### config.mk
export PLATFORM = sky130hd
export DESIGN_NAME = page_walker
export DESIGN_NICKNAME = d
export VERILOG_FILES = /design/src/rtl/pw_pkg.sv /design/src/rtl/pw_va_split.sv /design/src/rtl/pw_pte_eval.sv /design/src/rtl/page_walker.sv
export SDC_FILE = /design/constraint.sdc
export NUM_CORES = 1
export LEC_CHECK = 0
export CAP_MARGIN = 20
export CORE_ASPECT_RATIO = 2
export CORE_MARGIN = 2
export CORE_UTILIZATION = 41
export CTS_BUF_LIST = sky130_fd_sc_hd__clkbuf_8
export CTS_CLUSTER_DIAMETER = 200
export CTS_CLUSTER_SIZE = 20
export DETAILED_ROUTE_END_ITERATION = 10
export DONT_BUFFER_PORTS = 1
export GPL_TIMING_DRIVEN = 0
export SETUP_SLACK_MARGIN = 0.05
export SLEW_MARGIN = 20
export SYNTH_ARGS = -nofsm -noshare
export SYNTH_HDL_FRONTEND = slang
export SYNTH_SLANG_ARGS = --single-unit
### constraint.sdc
create_clock -name clk_i -period 2.05 [get_ports clk_i]
set_input_delay 0.1025 -clock clk_i [delete_from_list [all_inputs] [get_ports clk_i]]
set_output_delay 0.1025 -clock clk_i [all_outputs]
set_load 0.005 [all_outputs]
### src/rtl/pw_pkg.sv
package pw_pkg;
  localparam int VA_W    = 64;
  localparam int PA_W    = 40;
  localparam int OFF_W   = 12;
  localparam int IDX_W   = 9;
  localparam int LEVELS  = 4;
  localparam int PTE_W   = 64;
  localparam int FRAME_W = PA_W - OFF_W;
  localparam int SIGN_B  = OFF_W + LEVELS * IDX_W - 1;
  localparam int ENT_SH  = $clog2(PTE_W / 8);
  localparam int RSV_HI  = 51;
  localparam int RSV_LO  = PA_W;
  localparam int XD_B    = 63;
  localparam int LVL_W   = $clog2(LEVELS + 1);

  typedef enum logic [2:0] {
    F_NONE     = 3'd0,
    F_NONCANON = 3'd1,
    F_ABSENT   = 3'd2,
    F_RSVD     = 3'd3,
    F_WRITE    = 3'd4,
    F_USER     = 3'd5,
    F_EXEC     = 3'd6
  } fault_e;

  typedef enum logic [1:0] {S_IDLE, S_ISSUE, S_WAIT, S_FIN} state_e;
endpackage

### src/rtl/pw_va_split.sv
module pw_va_split
  import pw_pkg::*;
(
  input  logic [VA_W-1:0]  va_i,
  input  logic [LVL_W-1:0] level_i,
  output logic             canon_o,
  output logic [IDX_W-1:0] idx_o,
  output logic [OFF_W-1:0] off_o
);
  logic [IDX_W-1:0] idx_tab [LEVELS];

  // idx_tab[0] is the level-1 index
  for (genvar g = 0; g < LEVELS; g++) begin : g_idx
    assign idx_tab[g] = va_i[OFF_W + g*IDX_W +: IDX_W];
  end

  always_comb begin
    idx_o = '0;
    for (int l = 0; l < LEVELS; l++)
      if (level_i == LVL_W'(l + 1)) idx_o = idx_tab[l];
  end

  assign canon_o = (&va_i[VA_W-1:SIGN_B]) | ~(|va_i[VA_W-1:SIGN_B]);
  assign off_o   = va_i[OFF_W-1:0];
endmodule

### src/rtl/pw_pte_eval.sv
module pw_pte_eval
  import pw_pkg::*;
(
  input  logic [PTE_W-1:0]   pte_i,
  input  logic               wr_i,
  input  logic               us_i,
  input  logic               fx_i,
  input  logic               xd_en_i,
  output fault_e             code_o,
  output logic [FRAME_W-1:0] frame_o
);
  logic unused_bits;
  assign unused_bits = ^{pte_i[XD_B-1:RSV_HI+1], pte_i[OFF_W-1:3]};

  // priority: present, reserved, write, user, execute
  always_comb begin
    code_o = F_NONE;
    if (!pte_i[0])                          code_o = F_ABSENT;
    else if (|pte_i[RSV_HI:RSV_LO])         code_o = F_RSVD;
    else if (wr_i && !pte_i[1])             code_o = F_WRITE;
    else if (us_i && !pte_i[2])             code_o = F_USER;
    else if (fx_i && xd_en_i && pte_i[XD_B]) code_o = F_EXEC;
  end

  assign frame_o = pte_i[PA_W-1:OFF_W];
endmodule

### src/rtl/page_walker.sv
module page_walker
  import pw_pkg::*;
(
  input  logic               clk_i,
  input  logic               rst_ni,
  input  logic               req_valid_i,
  output logic               req_ready_o,
  input  logic [VA_W-1:0]    req_vaddr_i,
  input  logic               req_write_i,
  input  logic               req_user_i,
  input  logic               req_fetch_i,
  input  logic [FRAME_W-1:0] root_frame_i,
  input  logic               xd_en_i,
  output logic               mem_rd_valid_o,
  output logic [PA_W-1:0]    mem_rd_addr_o,
  input  logic               mem_rsp_valid_i,
  input  logic [PTE_W-1:0]   mem_rsp_data_i,
  output logic               done_o,
  output logic [PA_W-1:0]    done_paddr_o,
  output logic               done_fault_o,
  output logic [2:0]         done_code_o,
  output logic [LVL_W-1:0]   done_level_o
);
  state_e             state_q;
  logic [VA_W-1:0]    va_q;
  logic               wr_q, us_q, fx_q, xd_q;
  logic [LVL_W-1:0]   lvl_q;
  logic [FRAME_W-1:0] base_q;
  fault_e             code_q;
  logic [LVL_W-1:0]   res_lvl_q;
  logic [PA_W-1:0]    paddr_q;

  logic [VA_W-1:0]    va_sel;
  logic               canon;
  logic [IDX_W-1:0]   idx;
  logic [OFF_W-1:0]   off;
  fault_e             pte_code;
  logic [FRAME_W-1:0] pte_frame;

  // idle: inspect the incoming address; otherwise the latched one
  assign va_sel = (state_q == S_IDLE) ? req_vaddr_i : va_q;

  pw_va_split u_split (
    .va_i    (va_sel),
    .level_i (lvl_q),
    .canon_o (canon),
    .idx_o   (idx),
    .off_o   (off)
  );

  pw_pte_eval u_eval (
    .pte_i   (mem_rsp_data_i),
    .wr_i    (wr_q),
    .us_i    (us_q),
    .fx_i    (fx_q),
    .xd_en_i (xd_q),
    .code_o  (pte_code),
    .frame_o (pte_frame)
  );

  always_ff @(posedge clk_i or negedge rst_ni) begin
    if (!rst_ni) begin
      state_q   <= S_IDLE;
      va_q      <= '0;
      wr_q      <= 1'b0;
      us_q      <= 1'b0;
      fx_q      <= 1'b0;
      xd_q      <= 1'b0;
      lvl_q     <= '0;
      base_q    <= '0;
      code_q    <= F_NONE;
      res_lvl_q <= '0;
      paddr_q   <= '0;
    end else begin
      unique case (state_q)
        S_IDLE: if (req_valid_i) begin
          va_q   <= req_vaddr_i;
          wr_q   <= req_write_i;
          us_q   <= req_user_i;
          fx_q   <= req_fetch_i;
          xd_q   <= xd_en_i;
          base_q <= root_frame_i;
          lvl_q  <= LVL_W'(LEVELS);
          if (!canon) begin
            code_q    <= F_NONCANON;
            res_lvl_q <= '0;
            paddr_q   <= '0;
            state_q   <= S_FIN;
          end else begin
            state_q <= S_ISSUE;
          end
        end
        S_ISSUE: state_q <= S_WAIT;
        S_WAIT: if (mem_rsp_valid_i) begin
          if (pte_code != F_NONE) begin
            code_q    <= pte_code;
            res_lvl_q <= lvl_q;
            paddr_q   <= '0;
            state_q   <= S_FIN;
          end else if (lvl_q == LVL_W'(1)) begin
            code_q    <= F_NONE;
            res_lvl_q <= lvl_q;
            paddr_q   <= {pte_frame, off};
            state_q   <= S_FIN;
          end else begin
            lvl_q   <= lvl_q - LVL_W'(1);
            base_q  <= pte_frame;
            state_q <= S_ISSUE;
          end
        end
        S_FIN: state_q <= S_IDLE;
        default: state_q <= S_IDLE;
      endcase
    end
  end

  assign req_ready_o    = (state_q == S_IDLE);
  assign mem_rd_valid_o = (state_q == S_ISSUE);
  assign mem_rd_addr_o  = {base_q, idx, ENT_SH'(0)};
  assign done_o         = (state_q == S_FIN);
  assign done_paddr_o   = paddr_q;
  assign done_fault_o   = (code_q != F_NONE);
  assign done_code_o    = code_q;
  assign done_level_o   = res_lvl_q;
endmodule

=== Yosys cells after proc, flatten, opt, wreduce, memory -nomap -nowiden ===
Cells that the tools add are included.
W data, S select, Z words.

* Add/subtract/negate cells: 1
* Eq/ne operators: 13
* Reduce and logical (&&, ||, !) cells: 17
* Bitwise logic cells: 2
* Muxes and demuxes: 44

{| class="wikitable"
|+ Operators by type and width
! cell !! number
|-
| $mux W40 || 5
|-
| $mux W28 || 4
|-
| $pmux W40 S2 || 1
|-
| $mux W64 || 1
|-
| $mux W3 || 19
|-
| $pmux W28 S2 || 1
|-
| $mux W9 || 4
|-
| $pmux W3 S2 || 3
|-
| $reduce_and A17 Y1 || 1
|-
| $reduce_or A17 Y1 || 1
|-
| $reduce_or A12 Y1 || 1
|-
| $mux W2 || 5
|-
| $ne A2 B2 Y1 const B || 5
|-
| $reduce_and A5 Y1 || 2
|-
| $pmux W2 S4 || 1
|-
| $eq A3 B2 Y1 const B || 2
|-
| $reduce_bool A3 Y1 || 2
|-
| $eq A2 B2 Y1 const B || 2
|-
| $logic_and A1 B1 Y1 || 4
|-
| $reduce_and A2 Y1 || 2
|-
| $eq A3 B1 Y1 const B || 1
|-
| $eq A3 B3 Y1 const B || 1
|-
| $ne A3 B3 Y1 const B || 1
|-
| $sub A3 B1 Y3 const B || 1
|-
| 6 further kinds || 7
|}

* Flip-flop bits (word level): 147
* Output and inout port bits: 90
* Logic and storage cells: 88
* Input bits: 164

=== Depth between registers and ports, before layout ===
Gate-level depths: netlist (run 1).

* Depth in word-level cells: 11
* Mapped depth: 10
* Gate-level depth less buffers: 8

=== Modules after synthesis ===
Synthesis (run 1) repeated with hierarchy kept, for this count alone.

* Cell total of the unflattened synthesis: 675
* Area total of the unflattened synthesis: 8191.6 µm²

{| class="wikitable"
|+ By module, submodules not included
! module !! area each (µm²) !! cells an instance !! instances !! sequential area each (µm²)
|-
| page_walker || 7315.8 || 573 || 1 || 3678.5
|-
| pw_va_split || 559.3 || 59 || 1 || 0.0
|-
| pw_pte_eval || 316.6 || 43 || 1 || 0.0
|}

=== Least setup slack after synthesis (run 1) ===
OpenSTA, ideal clock, no wires.

* Path kind: register -> register
* Start: register state_q[1]
* End: register paddr_q[17] (netlist: done_paddr_o[17])
* Data arrival time: 1.814 ns
* Clock period less this slack: 1.939 ns
* Slack: 0.111 ns
* Required time: 1.925 ns
* Cell stages (with the launch flop): 11
* Buffers on the path: 3
* Cells stage by stage: dfrtp_1 -> buf_2 -> nor2_1 -> and2_1 -> clkbuf_1 -> a21oi_1 -> inv_2 -> o21ai_2 -> nor2_4 -> buf_6 -> mux2_4

* Word-level cells in the longest chain between the ends: 7

{| class="wikitable"
|+ RTL lines
! element !! line !! RTL
|-
| from (decl) || page_walker.sv:24 || <nowiki>state_e state_q;</nowiki>
|-
| from (signal assigned) || page_walker.sv:63 || <nowiki>state_q <= S_IDLE;</nowiki>
|-
| from (signal assigned) || page_walker.sv:88 || <nowiki>state_q <= S_FIN;</nowiki>
|-
| from (signal assigned) || page_walker.sv:90 || <nowiki>state_q <= S_ISSUE;</nowiki>
|-
| $logic_not A2 Y1 || page_walker.sv:41, page_walker.sv:75 ||
|-
| $mux W64 || page_walker.sv:41 || <nowiki>assign va_sel = (state_q == S_IDLE) ? req_vaddr_i : va_q;</nowiki>
|-
| $reduce_or A17 Y1 || pw_va_split.sv:23 || <nowiki>assign canon_o = (&va_i[VA_W-1:SIGN_B]) | ~(|va_i[VA_W-1:SIGN_B]);</nowiki>
|-
| $not A1 Y1 || pw_va_split.sv:23 ||
|-
| $or A1 B1 Y1 || pw_va_split.sv:23 ||
|-
| $ne A2 B2 Y1 (no line) || - ||
|-
| $reduce_and A5 Y1 (no line) || - ||
|-
| to (signal assigned) || page_walker.sv:103 || <nowiki>paddr_q <= {pte_frame, off};</nowiki>
|-
| to (decl) || page_walker.sv:31 || <nowiki>logic [PA_W-1:0] paddr_q;</nowiki>
|}

Several ways; a longest one is shown, not always the timed one.
A chain may end at the register's enable or synchronous reset.

=== Final worst setup path (run 1) ===
* Start: register state_q[1]
* End: register paddr_q[36] (netlist: done_paddr_o[36])

The elaborated chain is that of the path after synthesis.

==> results.ini, run 1 <==
[outcome]
status = complete, but fails checks
violations = negative hold slack, negative setup slack

[synth]
synthMuxAreaShare_pct = 22.2
yosysTopAreaCell = dfrtp_1
synthAdderAreaFrac_pct = 0.970
ys_types = 44
synth_common_cells = 131 x dfrtp_1, 89 x nand2_1, 62 x nor2_1
synth_cells = 604
synthFlopType = dfrtp_1
yosys.area_share.simple_pct = 13.9
synth_async_sr_flop_share_pct = 100
synthXorXnorAreaFrac_pct = 0
yosysTopAreaCellShare_pct = 50.9
synth-compound-area-share_pct = 7.32
synth_area_per_cell_um2 = 10.7
ys_top_cells_by_area = dfrtp_1 51%, mux2_2 9.3%, mux2i_1 6.7%
synth_top_family_by_area = multiplexers
yosysMostFrequentCell = dfrtp_1
synth-edff-count = 0
syn_area_um2 = 6450
ys_seq_elements = 131
synth_seq_area_share_pct = 50.9
ys_warn_count = 0

[power_and_ir_drop]
clock_power_share_pct = 20.3
switching_share_pct = 35.3
p_per_area_nw_per_um2 = 1300
pwr-share-comb_pct = 44.7
ir_drop_v = 0.000711
pwr-share-seq_pct = 35.0
cellLeakagePower_nw = 3.76
design_power_total_mw = 11.6
p_int_mw = 7.51
netSwitchingPower_mw = 4.10

[setup_path]
worstPathArrival_ns = 2.45
crit_cells = 11
cp_slowest_cell = dfrtp_1
reg2reg_to = done_paddr_o[36]
crit_path_start_kind = flip-flop
cp-end-kind = flip-flop
path_delay_family = buffers and inverters
slowest_delay_ns = 0.37
worst-path-buf-inv = 6
reg2regPathDepth = 11
critPathKind = reg -> reg
crit_chain = buf_6 > nor2_4 > buf_8 > buf_12 > buf_6 > nand3_4 > o31ai_4 > nor2_4 > buf_8 > buf_12 > mux2_4
startpoint = state_q[1]
setup.worst_path.end = done_paddr_o[36]
crit_fanout = 5
rr_startpoint = state_q[1]
worstPathRequired_ns = 2.37
rrSetupSlack_ns = -0.08

[drt]
routed_wl_um = 20200
via_count = 5261
viasPerCell = 5.46
first_pass_iters = 5
wl_per_cell_um = 20.9
ant_nets = 0
drc = 0
drt_iter0_drc = 205

[layout]
diodes = 0
stdcell_count = 963
final_cell_area_um2 = 8940
areaGrowthSynthToFinish_pct = 38.7
final_nets = 924
drive_above_1_share_pct = 28.8

[place]
io_buffers = 0
place_area_um2 = 6700
pre_cts_slack_ns = -0.400
routabilityCongestion = 0.834
hpwl_um = 13400
dp_cells = 804

[timing]
setup_ws_ns = -0.0782
tightest_slew_ns = 0.597
setup_viol = 44
max-slew-margin-rel_pct = 60.2
fin_crit_ns = 2.13
fmax_ghz = 0.470
fin_crit_sh_pct = 104
skew_ns = 0.0106
rsz0062_at_grt = true
whs_ns = -0.645
hold_viol = 131
slew_viol_final = 0

[clock_network]
clkLatencyLatePin_ns = 0.44
cts_max_level = 4
cts_sinks = 131
clock-root-buffer = clkbuf_8
ctsHoldBuffers = 112
clkSlewWorstSetupHoldPaths_ns = 0.08
cts_tree = done
cts_buffers = 17
ctsLongestPathBuffers = 2

[hold_path]
hold_class = in -> async

[job]
drv_cap = 0

[global_route]
first_global_vias = 5816
grt_use_total_pct = 23.9
grt_overflow = 0
antenna_found_initial = 0
grt_pass1_wl_um = 30700
grt_start_max_net_pins = 132

[floorplan]
die_w_um = 92.7
die_h_um = 181
die-area_um2 = 16800
core_area_um2 = 15400
io_pins = 254
start_util_pct = 41.9
rows = 64

sequential cells by signal (all words and copies together) (netlist names):
name,flops
va_q,48
done_paddr_o,40
base_q,28
done_code_o,3
done_level_o,3
lvl_q,3
state_q,2
fx_q,1
us_q,1
wr_q,1
xd_q,1
how the worst min path moves through the flow:
stage          startpoint          endpoint  slack (ns)
2_1_floorplan      rst_ni         base_q[0]       -0.19
3_3_place_gp       rst_ni  done_paddr_o[17]       -0.19
3_5_place_dp       rst_ni  done_paddr_o[18]       -0.19
4_1_cts            rst_ni        state_q[1]       -0.68
5_1_grt            rst_ni         base_q[8]       -0.68
6_report           rst_ni         base_q[7]       -0.65
metal layers:
metal	global-route usage, %	wire (um)	vias to the layer above	share of wire (%)
li1	-	-	2385	-
met5	0	0	-	0
met3	5.17	999	38	5.0
met1	24.1	7130	2619	35
met2	45.4	11400	219	56
met4	11.2	651	0	3.2
repair_timing:
action / 4_1_cts / 5_1_grt
gates cloned: 3 / 0
pin swaps: 16 / 13
setup endpoints to repair: 139 / 86
endpoints found under the hold margin: 246 / 131
buffers inserted: 22 / 1
gates resized for setup: 108 / 39
per-stage QoR:
stage	TNS, ns	util, %	hold slack (ns)
2_1_floorplan	0	-	-0.193
3_3_place_gp	-23.50	43.6	-0.190
3_5_place_dp	-23.75	43.6	-0.190
4_1_cts	-1.56	57.7	-0.684
5_1_grt	-7.53	58.2	-0.678
6_report	-2.19	58.2	-0.645
power groups by stage:
stage | logic (mW) | registers (mW) | clock network, mW
after floorplan | 2.94 | 3.86 | 0
after global placement | 3.62 | 4.00 | 0
after detailed placement | 3.73 | 4.04 | 0
after CTS | 5.10 | 4.02 | 2.42
after global routing | 5.58 | 4.16 | 2.50
final | 5.19 | 4.07 | 2.35
kinds of logic after synthesis:
logic type | after synthesis
compound gates | 77
fa+ha+maj | 5
buf+inv | 66
flops | 131
mux | 124
other cells | 1
simple gates | 200
layout by cell type (no fill, tap or decap), drive strengths merged, types with 5 or more instances in the layout:
cell / count
dfrtp: 131
nand3: 13
mux2i: 43
o22ai: 9
ha: 5
nand2: 89
inv: 24
dlygate4sd3: 112
mux2: 81
nor2b: 7
o21ai: 30
clkbuf: 38
buf: 47
nor2: 63
a31oi: 28
nor4: 6
layout make-up:
class,count,area [um^2]
inverters,22,85.1
clock inverters,6,103
repair buffers,137,1430
clock buffers,23,317
multi-input cells,409,3190
flip-flops and latches,131,3280
plain buffers,37,287
well taps,198,248
fillers,1235,6430
Note: power is estimated with default switching activity, not from simulation.
==> run 2: changes to the inputs <==
--- a/config.mk
+++ b/config.mk
@@ -15,6 +15,7 @@
 export DETAILED_ROUTE_END_ITERATION = 10
 export DONT_BUFFER_PORTS = 1
 export GPL_TIMING_DRIVEN = 0
+export PLACE_DENSITY = 0.64
 export SETUP_SLACK_MARGIN = 0.05
 export SLEW_MARGIN = 20
 export SYNTH_ARGS = -nofsm -noshare
==> run 2 against run 1 <==
  * Critical endpoint is now mem_rd_addr_o[6]
  * Fmax fell by 0.46%
  * Register-to-register slack improved by 0.03 ns
  * Final cell count rose by 1.2%
  * Total power rose by 0.28%
  * Largest power group unchanged
  * First-iteration DRC count rose by 7.3%
  * Setup slack got worse by 0.0099 ns
  * The flow still finishes with violations (negative hold slack, negative setup slack)
==> results.ini, run 2 (synthesized netlist as in run 1, its figures left out) <==
[outcome]
status = complete, but fails checks
violations = negative hold slack, negative setup slack

[place]
io_buffers = 0
place_area_um2 = 6700
pre_cts_slack_ns = -0.541
hpwl_um = 13600
dp_cells = 804
routabilityCongestion = 0.827

[layout]
fillers = 1250
areaGrowthSynthToFinish_pct = 39.8
top_register = va_q
drive_above_1_share_pct = 28.9
multi_input_area_um2 = 3180
largest_reg_flops = 48
final_cell_mix = 128 x dfrtp_1, 112 x dlygate4sd3_1, 89 x nand2_1
final_nets = 933
stdcell_count = 975
area.sequential_um2 = 3280
final_common_cell = dfrtp_1
finish.utilization_pct = 58.6
final_cell_area_um2 = 9010

[hold_path]
hold_class = in -> async

[job]
drv_cap = 0

[timing]
setup_ws_ns = -0.0880
setup_viol = 40
rsz0062_at_grt = true
fmax_ghz = 0.468
whs_ns = -0.650
skew_ns = 0.0109
tightest_slew_ns = 0.613
hold_viol = 131
slew_viol_final = 0
fin_crit_ns = 2.14
max-slew-margin-rel_pct = 59.1
fin_crit_sh_pct = 104

[floorplan]
die_w_um = 92.7
die-area_um2 = 16800
die_h_um = 181
start_util_pct = 41.9
rows = 64
io_pins = 254
core_area_um2 = 15400

[setup_path]
rrSetupSlack_ns = -0.05
crit_path_start_kind = flip-flop
startpoint = state_q[1]
critPathKind = reg -> out
crit_top_cell = buf_6
reg2regPathDepth = 11
slowest_delay_ns = 0.38
cp-end-kind = primary output
crit_fanout = 5
reg2reg_to = done_paddr_o[30]
crit_chain = buf_6 > nor2_4 > buf_6 > buf_6 > buf_12 > mux2i_4 > o22ai_2 > o21ai_2 > o21ai_1
worstPathRequired_ns = 1.95
worstPathArrival_ns = 2.04
rr_startpoint = state_q[1]
cp_slowest_cell = dfrtp_1

[clock_network]
ctsHoldBuffers = 112
cts_buffers = 17
cts_sinks = 131
cts_tree = done
clkSlewWorstSetupHoldPaths_ns = 0.08
ctsLongestPathBuffers = 2
clock-root-buffer = clkbuf_8
clkLatencyLatePin_ns = 0.44
cts_max_level = 4

[global_route]
first_global_vias = 5904
grt_overflow = 0
grt_start_max_net_pins = 132
grt_use_total_pct = 24.1
antenna_found_initial = 1
grt_pass1_wl_um = 31000

[drt]
first_pass_iters = 4
top_layer = met4
ant_nets = 0
dr_wl_met2_um = 11800
drc = 0
drt_iter0_drc = 220
routed_wl_um = 20700
via_count = 5368
wl_per_cell_um = 21.2
wl_met3_um = 1080
wl_met1_um = 6960
viasPerCell = 5.51

[power_and_ir_drop]
cellLeakagePower_nw = 3.81
ir_drop_v = 0.000820
switching_share_pct = 36.5
pwr-share-seq_pct = 34.9
p_int_mw = 7.39
p_per_area_nw_per_um2 = 1290
design_power_total_mw = 11.6
clock_power_share_pct = 18.4
netSwitchingPower_mw = 4.25
pwr-share-comb_pct = 46.7

==> run 2: cell types whose count changed in the layout (fill, tap and decap cells not counted), moves of 4 or more <==
cell / change
mux2_1: +4
buf_4: +4
buf_6: +4
o21ai_1: +4
mux2i_1: +9
mux2_4: -4
clkbuf_16: +5
mux2i_2: -8
==> run 2: worst max path at each step <==
stage | to | slack, ns | cells past startpoint
after floorplan | done_paddr_o[17] | 0.11 | 10
after global routing | mem_rd_addr_o[9] | -0.16 | 9
final | mem_rd_addr_o[6] | -0.09 | 9
after global placement | done_paddr_o[10] | -0.43 | 10
after CTS | mem_rd_addr_o[5] | -0.12 | 9
after detailed placement | done_paddr_o[10] | -0.54 | 10
==> run 2: what timing repair did <==
action | CTS | global route
pin swaps | 18 | 15
cloned | 1 | 4
setup buffers | 23 | 7
gates resized for setup | 106 | 40
hold endpoints to repair | 247 | 131
setup endpoints to repair | 139 | 82
==> run 2: critical path, delay by kind of cell, from the launching register on <==
| kind | cells | cell delay [ns] |
|---|---|---|
| simple gates | 1 | 0.08 |
| mux | 1 | 0.24 |
| buf+inv | 4 | 0.51 |
| flops | 1 | 0.38 |
| compound gates | 3 | 0.38 |
==> run 2: through the flow <==
stage	hold slack, ns	TNS (ns)
final	-0.650	-1.51
after global routing	-0.673	-5.18
after CTS	-0.682	-2.73
after detailed placement	-0.189	-33.00
after global placement	-0.190	-28.48
after floorplan	-0.193	0
==> run 2: metal layers <==
metal  up-vias  global-route usage (%)
li1       2388                       -
met1      2682                    23.5
met2       231                    45.5
met3        67                    5.09
met4         0                    13.5
met5         -                       0
==> run 2: cell type report <==
type,count,share of cell area [%]
clock buffer,22,3.36
multi-input combinational,409,35.3
tap,198,2.75
sequential,131,36.4
timing repair buffer,145,16.9
antenna,1,0.0278
clock inverter,9,0.889
inverter,22,0.916
buffer,38,3.44
==> run 2: power by group through the flow <==
stage / registers [mW] / logic [mW] / clock network [mW]
2_1_floorplan: 3.86 / 2.94 / 0
3_3_place_gp: 4.00 / 3.63 / 0
3_5_place_dp: 4.05 / 3.75 / 0
4_1_cts: 4.01 / 4.96 / 2.19
5_1_grt: 4.16 / 5.84 / 2.27
6_report: 4.07 / 5.44 / 2.14
